===== config.mk =====
export PLATFORM = sky130hd
export DESIGN_NAME = pt_translator
export DESIGN_NICKNAME = d
export VERILOG_FILES = /design/src/rtl/pt_pkg.sv /design/src/rtl/pt_entry_store.sv /design/src/rtl/pt_lookup_stage.sv /design/src/rtl/pt_translator.sv
export SDC_FILE = /design/constraint.sdc
export NUM_CORES = 1
export LEC_CHECK = 0
export ABC_AREA = 1
export BUFFER_PORTS_ARGS = -buffer_cell sky130_fd_sc_hd__buf_2
export CAP_MARGIN = 10
export CORE_ASPECT_RATIO = 0.75
export CORE_UTILIZATION = 58
export DETAILED_ROUTE_END_ITERATION = 6
export PLACE_DENSITY_LB_ADDON = 0.08
export SLEW_MARGIN = 20
export SYNTH_ARGS = -nofsm -noshare
export SYNTH_HDL_FRONTEND = slang
export SYNTH_SLANG_ARGS = --single-unit

===== constraint.sdc =====
create_clock -name clk -period 2.07 [get_ports clk]
set_clock_uncertainty 0.05 [all_clocks]
set_input_delay 0.414 -clock clk [delete_from_list [all_inputs] [get_ports clk]]
set_output_delay 0.414 -clock clk [all_outputs]
set_load 0.03 [all_outputs]

===== src/rtl/pt_pkg.sv =====
package pt_pkg;
  parameter int PT_PG_W  = 4;
  parameter int PT_OFS_W = 12;
  parameter int PT_PFN_W = 3;

  function automatic logic [PT_PFN_W+PT_OFS_W-1:0] pt_make_pa(
    input logic [PT_PFN_W-1:0] frame,
    input logic [PT_OFS_W-1:0] ofs);
    return {frame, ofs};
  endfunction

  function automatic logic [PT_PG_W-1:0] pt_page_of(
    input logic [PT_PG_W+PT_OFS_W-1:0] va);
    return va[PT_PG_W+PT_OFS_W-1:PT_OFS_W];
  endfunction

  function automatic logic [PT_OFS_W-1:0] pt_ofs_of(
    input logic [PT_PG_W+PT_OFS_W-1:0] va);
    return va[PT_OFS_W-1:0];
  endfunction
endpackage


===== src/rtl/pt_entry_store.sv =====
module pt_entry_store #(
  parameter int PG_W  = pt_pkg::PT_PG_W,
  parameter int PFN_W = pt_pkg::PT_PFN_W
) (
  input  logic             clk,
  input  logic             rst_n,
  input  logic             wr_en,
  input  logic [PG_W-1:0]  wr_index,
  input  logic [PFN_W-1:0] wr_frame,
  input  logic             wr_present,
  input  logic [PG_W-1:0]  rd_index,
  output logic [PFN_W-1:0] rd_frame,
  output logic             rd_present
);
  localparam int ENTRIES = 1 << PG_W;

  logic [PFN_W-1:0] frame_q   [ENTRIES];
  logic             present_q [ENTRIES];

  for (genvar g = 0; g < ENTRIES; g++) begin : g_entry
    logic sel;
    assign sel = wr_en && (wr_index == PG_W'(g));
    always_ff @(posedge clk) begin
      if (!rst_n) begin
        frame_q[g]   <= '0;
        present_q[g] <= 1'b0;
      end else if (sel) begin
        frame_q[g]   <= wr_frame;
        present_q[g] <= wr_present;
      end
    end
  end

  assign rd_frame   = frame_q[rd_index];
  assign rd_present = present_q[rd_index];
endmodule


===== src/rtl/pt_lookup_stage.sv =====
module pt_lookup_stage #(
  parameter int OFS_W = pt_pkg::PT_OFS_W,
  parameter int PFN_W = pt_pkg::PT_PFN_W
) (
  input  logic                   clk,
  input  logic                   rst_n,
  input  logic                   in_valid,
  input  logic [OFS_W-1:0]       in_ofs,
  input  logic [PFN_W-1:0]       in_frame,
  input  logic                   in_present,
  output logic                   out_valid,
  output logic                   out_fault,
  output logic [PFN_W+OFS_W-1:0] out_paddr
);
  localparam int PA_W = PFN_W + OFS_W;

  logic            hit;
  logic            miss;
  logic [PA_W-1:0] pa_next;

  assign hit     = in_valid && in_present;
  assign miss    = in_valid && !in_present;
  assign pa_next = hit ? pt_pkg::pt_make_pa(in_frame, in_ofs) : '0;

  always_ff @(posedge clk) begin
    if (!rst_n) begin
      out_valid <= 1'b0;
      out_fault <= 1'b0;
      out_paddr <= '0;
    end else begin
      out_valid <= hit;
      out_fault <= miss;
      out_paddr <= pa_next;
    end
  end
endmodule


===== src/rtl/pt_translator.sv =====
module pt_translator #(
  parameter int PG_W  = pt_pkg::PT_PG_W,
  parameter int OFS_W = pt_pkg::PT_OFS_W,
  parameter int PFN_W = pt_pkg::PT_PFN_W,
  localparam int VA_W = PG_W + OFS_W,
  localparam int PA_W = PFN_W + OFS_W
) (
  input  logic             clk,
  input  logic             rst_n,
  input  logic             req_valid,
  input  logic [VA_W-1:0]  req_vaddr,
  input  logic             wr_en,
  input  logic [PG_W-1:0]  wr_index,
  input  logic [PFN_W-1:0] wr_frame,
  input  logic             wr_present,
  output logic             rsp_valid,
  output logic [PA_W-1:0]  rsp_paddr,
  output logic             rsp_fault
);
  // named internal events for the checker
  logic [PG_W-1:0]  lkp_page;
  logic [OFS_W-1:0] lkp_ofs;
  logic [PFN_W-1:0] lkp_frame;
  logic             lkp_present;

  assign lkp_page = req_vaddr[VA_W-1:OFS_W];
  assign lkp_ofs  = req_vaddr[OFS_W-1:0];

  pt_entry_store #(.PG_W(PG_W), .PFN_W(PFN_W)) u_store (
    .clk        (clk),
    .rst_n      (rst_n),
    .wr_en      (wr_en),
    .wr_index   (wr_index),
    .wr_frame   (wr_frame),
    .wr_present (wr_present),
    .rd_index   (lkp_page),
    .rd_frame   (lkp_frame),
    .rd_present (lkp_present)
  );

  pt_lookup_stage #(.OFS_W(OFS_W), .PFN_W(PFN_W)) u_stage (
    .clk        (clk),
    .rst_n      (rst_n),
    .in_valid   (req_valid),
    .in_ofs     (lkp_ofs),
    .in_frame   (lkp_frame),
    .in_present (lkp_present),
    .out_valid  (rsp_valid),
    .out_fault  (rsp_fault),
    .out_paddr  (rsp_paddr)
  );
endmodule


==> results of run 1 <==
-- worst min-delay path, stage by stage --
cell,delay (ps)
buf_2,90
inv_1,40
nor2_1,30
-- power groups by stage --
stage | logic (uW) | clock network (uW) | registers (uW)
floorplan | 215 | 0 | 1920
global placement | 369 | 0 | 1900
detailed placement | 375 | 0 | 1900
CTS | 378 | 1130 | 1860
global route | 420 | 1190 | 1870
finish | 383 | 1120 | 1860
-- worst max path at each step --
stage             startpoint                endpoint  slack (ps)
3_5_place_dp           wr_en  u_store.frame_q[15][1]         200
3_3_place_gp           wr_en  u_store.frame_q[13][1]         270
5_1_grt        req_vaddr[12]   u_stage.out_paddr[14]         490
4_1_cts                wr_en  u_store.frame_q[15][1]         610
6_report               wr_en  u_store.frame_q[15][2]         580
2_1_floorplan          wr_en  u_store.frame_q[13][0]         450
-- synthesized netlist by cell type, drive strengths merged --
library cell / instances
buf: 10
clkbuf: 10
dfxtp: 18
edfxtp: 63
inv: 49
nand2: 99
nand3: 34
nand4: 8
nor2: 101
nor3: 2
o211ai: 6
o21ai: 17
o22ai: 1
-- final cells by class --
cell class	instances	area [sq um]
Clock buffer	12	145
Clock inverter	3	41.3
Fill cell	477	1700
Inverter	49	184
Multi-Input combinational cell	268	1160
Sequential cell	81	2250
Tap cell	78	97.6
Timing Repair Buffer	65	390
-- kinds of logic (layout without fill, tap and decap cells) --
| group | Yosys count | after routing | share of synthesized area |
|---|---|---|---|
| AOI/OAI and AO/OA | 24 | 24 | 0.0368 |
| buffers and inverters | 69 | 129 | 0.0786 |
| DFF | 81 | 81 | 0.607 |
| and+or+nand+nor | 244 | 244 | 0.277 |
-- state kept, by name, summed over array words and instances (netlist names) --
name               flops
u_stage.out_fault      1
u_stage.out_paddr     15
u_stage.out_valid      1
u_store.frame_q       48
u_store.present_q     16
-- through the flow --
step	utilization	instances	instance area [sq um]	worst slack, ps	total power, uW
final	0.715	556	4280	582	3360
after global placement	0.684	541	4090	268	2270
after CTS	0.715	556	4280	606	3370
after detailed placement	0.684	541	4090	198	2280
after floorplan	-	418	3710	446	2130
after global routing	0.715	556	4280	493	3480
-- metal layers --
metal  global-route usage  share of wire
met1                0.414           0.43
met2                0.401           0.44
met3               0.0711           0.11
met4                0.113          0.022
met5                    0              0
==> impl_metrics.tcl, run 1 <==
set metrics [dict create \
    tritoncts "built" \
    insertion_delay_ps 360 \
    cts.hold.buffers_added 0 \
    cellLeakagePower_uw 0.00197 \
    ys_types 20 \
    tightest_slew_ps 555 \
    syn-num-nets 446 \
    routed_wl_mm 8.63 \
    critPathMaxStageDelay_ps 480 \
    sw_frac_of_total 0.245 \
    mostFrequentLayoutCells "nand2_1 (97), nor2_1 (92), edfxtp_1 (63)" \
    fin_tns_setup_ps 0 \
    core_area_sq_um 5980 \
    die_w_um 94.3 \
    cts_setup_buffers 0 \
    n_antenna_cell 0 \
    rr_worst_depth 8 \
    r2r-end "u_stage.out_paddr[14]" \
    rsz0062_at_grt "false" \
    yosysWarnings 0 \
    end_kind "flop" \
    finalSetupViolations 0 \
    h-tree-depth 3 \
    seqPwrFrac 0.555 \
    drv_slew 0 \
    syn-instance-count 418 \
    synth-seq-area-share 0.607 \
    grt_max_degree 39 \
    timing.final.crit_share 0.719 \
    start_util 0.621 \
    dpl.hpwl_mm 5.96 \
    grt_usage 0.281 \
    path_buf_inv 4 \
    num_rows 24 \
    clkTransAtPathRegs_ps 70 \
    crit_type "in -> reg" \
    arrival_ps 1510 \
    ir_drop_mv 0.537 \
    crit_family "simple AND/OR/NAND/NOR gates" \
    p_sw_uw 825 \
    port_buffers 44 \
    yosysTopAreaCell "edfxtp_1" \
    ios 45 \
    final_antenna_net_count 0 \
    crit_required_ps 2090 \
    r2r_slack_ps 740 \
    drt_iter0_drc 252 \
    timing.slew.headroom 0.626 \
    vias 3002 \
    yosys-top-cells-area "edfxtp_1 (51%), nand2_1 (9.8%), dfxtp_1 (9.7%)" \
    layout_commonest_cell "nand2_1" \
    gr-total-overflow 0 \
    cts_root_buf "clkbuf_8" \
    path_cells "buf_2 > inv_1 > nor3_2 > inv_1 > o21ai_0 > buf_4" \
    cts_sinks 81 \
    cp_slowest_cell "nor3_2" \
    cts_resized 0 \
    drt-pass1-iter-count 5 \
    synth_top_area_frac 0.510 \
    nNetsFinal 502 \
    viasPerCell 5.40 \
    status "finished, final reports clean" \
    worstReg2RegStart "u_store.present_q[1]" \
    hold_viol 0 \
    intPower_uw 2540 \
    fin_hold_ws_ps 213 \
    hold_class "in -> reg" \
    numCtsBuffers 9 \
    crit_path_start_kind "input pin" \
    grt_pass1_vias 2799 \
    critical_path_cell_count 6 \
    syn2layout_area_growth_pct 15.3 \
    ys_ff_latch 81 \
    avgSynthCellArea_sq_um 8.87 \
    die_y_um 71.3 \
    hp-start "req_vaddr[10]" \
    pwr-share-clk 0.332 \
    syn_area_sq_um 3710 \
    cellPowerDensity_nw_per_um2 786 \
    wire_per_inst_um 15.5 \
    fmax_ghz 0.672 \
    drcViolationCount 0 \
    gp_congestion 0.887 \
    grt_pass1_wl_mm 13.8 \
    layout_min_cycle_time_ps 1490 \
    drive_gt1_frac 0.195 \
    clock_path_buffers 2 \
    antenna_found_initial 0 \
    dieArea_sq_um 6720 \
    drv_cap 0 \
    hold_path_end "u_stage.out_paddr[10]" \
    worstPathMaxFanout 7 \
    power_frac_comb 0.114 \
    cp_common_cell "inv_1" \
    worstHoldPathCells 3 \
]
No activity file was read; power rests on OpenSTA's default activity.
==> inputs of run 2 (changes only) <==
Settings changed: ABC_AREA 1 to 0.
Clock period 2.07 ns to 1.4 ns, I/O delays scaled along.
==> run 2 against run 1 <==
- the flow now finishes with violations (setup timing)
- register-to-register slack worse by 1100 ps
- synthesized cell count down 35%
- final cell count down 24%
- sequential share of layout area is 1.7 points lower
==> impl_metrics.tcl, run 2 <==
set metrics [dict create \
    violations "setup timing" \
    hp-start "req_vaddr[7]" \
    cp_slowest_cell "mux4_2" \
    p_total_uw 5110 \
    path_buf_inv 1 \
    crit_family "multiplexers" \
    ys_ff_latch 81 \
    drv_slew 0 \
    syn-num-nets 298 \
    cts.hold.buffers_added 0 \
    viasPerCell 5.70 \
    critPathMaxStageDelay_ps 500 \
    nNetsFinal 369 \
    hold_class "in -> reg" \
    wire_per_inst_um 19.0 \
    die_w_um 94.3 \
    fin_area_sq_um 4420 \
    synth-seq-area-share 0.607 \
    tritoncts "built" \
    final_util 0.740 \
    worstPathMaxFanout 10 \
    synthAdderAreaFrac 0 \
    r2r-end "u_stage.out_paddr[5]" \
    ir_drop_mv 0.804 \
    tightest_slew_ps 368 \
    yosys.area_share.xor_xnor 0 \
    seqPwrFrac 0.544 \
    critical_path_cell_count 5 \
    arrival_ps 1950 \
    syn-instance-count 270 \
    power_frac_comb 0.105 \
    rsz0062_at_grt "true" \
    async_reset_ff_frac 0 \
    path_cells "mux2_2 > mux4_2 > nand4_4 > buf_12 > a21boi_2" \
    clock_path_buffers 2 \
    timing.final.crit_share 1.25 \
    synth_edf_count 63 \
    avgSynthCellArea_sq_um 13.7 \
    crit_required_ps 1590 \
    nFillCells 420 \
    dieArea_sq_um 6720 \
    drv_cap 0 \
    ios 45 \
    die_y_um 71.3 \
    pwr-share-clk 0.351 \
    mostFrequentLayoutCells "and2_1 (63), edfxtp_1 (63), buf_2 (44)" \
    cellLeakagePower_uw 0.00174 \
    routed_wl_mm 8.05 \
    grt_max_degree 22 \
    finalSetupViolations 17 \
    grt_usage 0.265 \
    dpl_cell_area_sq_um 4180 \
    r2r_slack_ps -360 \
    layout_setup_ws_ps -356 \
    regMostFlops "u_store.frame_q" \
    gp_congestion 0.882 \
    fin_tns_setup_ps -5300 \
    num_rows 24 \
    dpl.hpwl_mm 5.72 \
    gr-total-overflow 0 \
    cts_root_buf "clkbuf_8" \
    antenna_found_initial 0 \
    h-tree-depth 3 \
    clkTransAtPathRegs_ps 80 \
    drive_gt1_frac 0.333 \
    reg_top3 "u_store.frame_q x48, u_store.present_q x16, u_stage.out_paddr x15" \
    worstReg2RegStart "u_store.present_q[12]" \
    n_antenna_cell 0 \
    crit_type "reg -> reg" \
    grt_pass1_wl_mm 12.6 \
    port_buffers 44 \
    largest_reg_flops 48 \
    endpoint "u_stage.out_paddr[5]" \
    grt_pass1_vias 2337 \
    insertion_delay_ps 350 \
    synth-main-ff-cell "edfxtp_1" \
    fmax_ghz 0.569 \
    layout_min_cycle_time_ps 1760 \
    synth-simple-area-share 0.183 \
    drt_iter0_drc 188 \
    ys_types 35 \
    drcViolationCount 0 \
    core_area_sq_um 5980 \
    cellPowerDensity_nw_per_um2 1160 \
    final_antenna_net_count 0 \
    instances_no_fill 423 \
    status "finished with violations" \
    syn2layout_area_growth_pct 19.2 \
    intPower_uw 3960 \
    place_inst 406 \
    sw_frac_of_total 0.226 \
    timing.slew.headroom 0.754 \
    yosysTopAreaCell "edfxtp_1" \
    yosys-top-cells-area "edfxtp_1 (51%), and2_1 (11%), dfxtp_1 (9.7%)" \
    muxShareOfSynthArea 0.111 \
    rr_worst_depth 5 \
    crit_path_start_kind "flop" \
    cts_sinks 81 \
    yosysWarnings 0 \
    syn_area_sq_um 3710 \
    start_util 0.621 \
    synth_common_cells "and2_1 (63), edfxtp_1 (63), nor2_1 (19), dfxtp_1 (18), o21ai_0 (17)" \
    vias 2412 \
    hold_viol 0 \
    end_kind "flop" \
    synth_top_family_by_area "simple AND/OR/NAND/NOR gates" \
    synth_top_area_frac 0.510 \
    cp-startpoint "u_store.present_q[12]" \
    synth_compound_area_frac 0.0705 \
    drt-pass1-iter-count 5 \
    numCtsBuffers 9 \
    p_sw_uw 1160 \
]
## run 2: routing by layer
layer | up-vias | routed length (um) | global-route usage
li1 | 1123 | - | -
met2 | 127 | 3420 | 0.374
met4 | 0 | 99 | 0.0974
met5 | - | 0 | 0
met1 | 1149 | 3690 | 0.391
met3 | 13 | 844 | 0.0796
## run 2: worst min path at each step
stage	depth (start not counted)	to
finish	2	u_stage.out_paddr[7]
detailed placement	2	u_store.present_q[8]
floorplan	1	u_stage.out_paddr[4]
CTS	2	u_stage.out_paddr[7]
global route	2	u_stage.out_paddr[7]
global placement	2	u_store.present_q[8]
## run 2: final cells by class
| type | count | area, sq um | share of cell area |
|---|---|---|---|
| well taps | 78 | 97.6 | 0.0221 |
| multi-input cells | 173 | 1360 | 0.307 |
| clock buffers | 9 | 124 | 0.0280 |
| repair buffers | 75 | 503 | 0.114 |
| clock inverters | 6 | 83.8 | 0.0190 |
| inverters | 1 | 3.75 | 0.000849 |
| flip-flops and latches | 81 | 2250 | 0.510 |
## run 2: power by group through the flow
| stage | Combinational [uW] | Clock [uW] | Sequential (uW) |
|---|---|---|---|
| after global routing | 583 | 1930 | 2790 |
| after detailed placement | 530 | 0 | 2830 |
| after global placement | 518 | 0 | 2830 |
| final | 539 | 1790 | 2780 |
| after floorplan | 284 | 0 | 2840 |
| after CTS | 537 | 1820 | 2780 |
## run 2: metrics by stage
step | hold slack (ps) | worst slack (ps)
after floorplan | 380 | -283
after global placement | 413 | -453
after detailed placement | 430 | -502
after CTS | 96.8 | -345
after global routing | 91.6 | -400
final | 110 | -356
## run 2: cells by family after synthesis
logic type,count (synthesis)
flops,81
buf+inv,16
mux,21
simple gates,115
compound gates,37
## run 2: repair_timing
item	in CTS	in global routing
setup endpoints to repair	17	17
resized for setup	0	2
hold endpoints to repair	0	0
pin swaps	1	1
buffers inserted	1	1
==> inputs of run 3 (changes only) <==
Settings changed: BUFFER_PORTS_ARGS -buffer_cell sky130_fd_sc_hd__buf_2 to -buffer_cell sky130_fd_sc_hd__clkbuf_2, SLEW_MARGIN 20 to default.
==> run 3 against run 2 <==
- the flow still finishes with violations (setup timing)
- final area rose by 1.0%
- global-route usage fell by 0.49 points
- power rose by 2.1%
- setup slack got worse by 10 ps
- via count fell by 0.17%
- sequential share of layout area fell by 0.51 points
- combinational power barely moved
- first-iteration DRC count rose by 30%
- fmax fell by 0.58%
- critical path type unchanged
- critical endpoint unchanged
- largest power group unchanged
==> impl_metrics.tcl, run 3 (same netlist as run 2, synthesis figures left out) <==
set metrics [dict create \
    finalSetupViolations 17 \
    fin_area_sq_um 4460 \
    dieArea_sq_um 6720 \
    clkTransAtPathRegs_ps 80 \
    grt_usage 0.260 \
    worstReg2RegStart "u_store.present_q[14]" \
    drcViolationCount 0 \
    ios 45 \
    timing.slew.headroom 0.756 \
    port_buffers 44 \
    die_w_um 94.3 \
    syn2layout_area_growth_pct 20.4 \
    nNetsFinal 374 \
    end_kind "flop" \
    routed_wl_mm 7.90 \
    viasPerCell 5.61 \
    crit_path_start_kind "flop" \
    numCtsBuffers 9 \
    instances_no_fill 429 \
    r2r-end "u_stage.out_paddr[5]" \
    fmax_ghz 0.566 \
    crit_type "reg -> reg" \
    layout_setup_ws_ps -367 \
    hold_class "in -> reg" \
    drive_gt1_frac 0.342 \
    dpl.hpwl_mm 5.61 \
    gp_congestion 0.747 \
    gr-total-overflow 0 \
    drt_iter0_drc 244 \
    grt_pass1_vias 2261 \
    cts_sinks 81 \
    insertion_delay_ps 360 \
    place_inst 408 \
    pre_cts_ws_ps -520 \
    rsz0062_at_grt "true" \
    drv_cap 0 \
    mostFrequentLayoutCells "and2_1 (63), edfxtp_1 (63), clkbuf_2 (44)" \
    ir_drop_mv 0.870 \
    timing.final.crit_share 1.26 \
    largest_reg_flops 48 \
    violations "setup timing" \
    layout_min_cycle_time_ps 1770 \
    regMostFlops "u_store.frame_q" \
    reg_top3 "u_store.frame_q x48, u_store.present_q x16, u_stage.out_paddr x15" \
    antenna_found_initial 0 \
    drt-pass1-iter-count 4 \
    dpl_cell_area_sq_um 4170 \
    wire_per_inst_um 18.4 \
    h-tree-depth 3 \
    hold_path_end "u_stage.out_paddr[11]" \
    crit_required_ps 1600 \
    p_total_uw 5220 \
    tritoncts "built" \
    cts_root_buf "clkbuf_8" \
    hold_viol 0 \
    rr_worst_depth 5 \
    cts.hold.buffers_added 0 \
    fin_tns_setup_ps -5720 \
    drv_slew 0 \
    worstPathMaxFanout 10 \
    worstHoldPathCells 2 \
    r2r_slack_ps -370 \
    n_antenna_cell 0 \
    arrival_ps 1970 \
    num_rows 24 \
    grt_max_degree 17 \
    core_area_sq_um 5980 \
    cellLeakagePower_uw 0.00175 \
    cellPowerDensity_nw_per_um2 1170 \
    grt_pass1_wl_mm 12.0 \
    start_util 0.621 \
    tightest_slew_ps 366 \
    vias 2408 \
    hp-start "req_vaddr[11]" \
    clock_path_buffers 2 \
    final_antenna_net_count 0 \
    die_y_um 71.3 \
    status "finished with violations" \
]
## run 3: changes by cell type in the layout (fill, tap and decap cells not counted), sizes merged
cell,before,now
clkinv,4,1
bufinv,2,0
clkbuf,9,59
buf,75,36
## run 3: final cells by class
class	count	area (sq um)
tap	78	97.6
sequential	81	2250
fill	391	1510
clock inverter	1	8.76
timing repair buffer	80	515
inverter	1	3.75
multi-input combinational	173	1360
clock buffer	15	230
## run 3: worst max-delay path by stage
stage | slack [ps] | end | cells after the start | start
floorplan | -280 | u_stage.out_paddr[4] | 6 | req_vaddr[12]
global placement | -490 | u_stage.out_paddr[13] | 6 | req_vaddr[12]
detailed placement | -520 | u_stage.out_paddr[10] | 5 | req_vaddr[12]
CTS | -350 | u_stage.out_paddr[5] | 5 | u_store.present_q[14]
global route | -400 | u_stage.out_paddr[5] | 5 | u_store.present_q[14]
finish | -370 | u_stage.out_paddr[5] | 5 | u_store.present_q[14]
## run 3: metrics by stage
stage / hold WS (ps) / utilization
after floorplan: 380 / -
after global placement: 421 / 0.698
after detailed placement: 428 / 0.698
after CTS: 84.3 / 0.747
after global routing: 81.3 / 0.747
final: 100 / 0.747
## run 3: metal layers
| metal | part of all wire | wire, um | GRT usage |
|---|---|---|---|
| met5 | 0 | 0 | 0 |
| met4 | 0.0047 | 37 | 0.0786 |
| met3 | 0.081 | 638 | 0.0764 |
| met2 | 0.42 | 3350 | 0.367 |
| met1 | 0.49 | 3870 | 0.393 |
## run 3: where the power goes
part / switching (uW) / total, uW / leakage, uW / internal [uW]
combinational: 290 / 541 / 0.000883 / 251
clock: 826 / 1900 / 0.000121 / 1070
sequential: 60.1 / 2780 / 0.000750 / 2720
total: 1180 / 5220 / 0.00175 / 4040
## run 3: critical path, cell delays in order, from the launching register on
cell	delay [ps]
edfxtp_1	440
mux2_4	290
mux4_2	510
nand4_4	160
buf_12	150
a21boi_2	50
## run 3: what timing repair did
action | 4_1_cts | 5_1_grt
gates resized for setup | 3 | 0
setup endpoints to repair | 17 | 17
setup buffers | 5 | 0
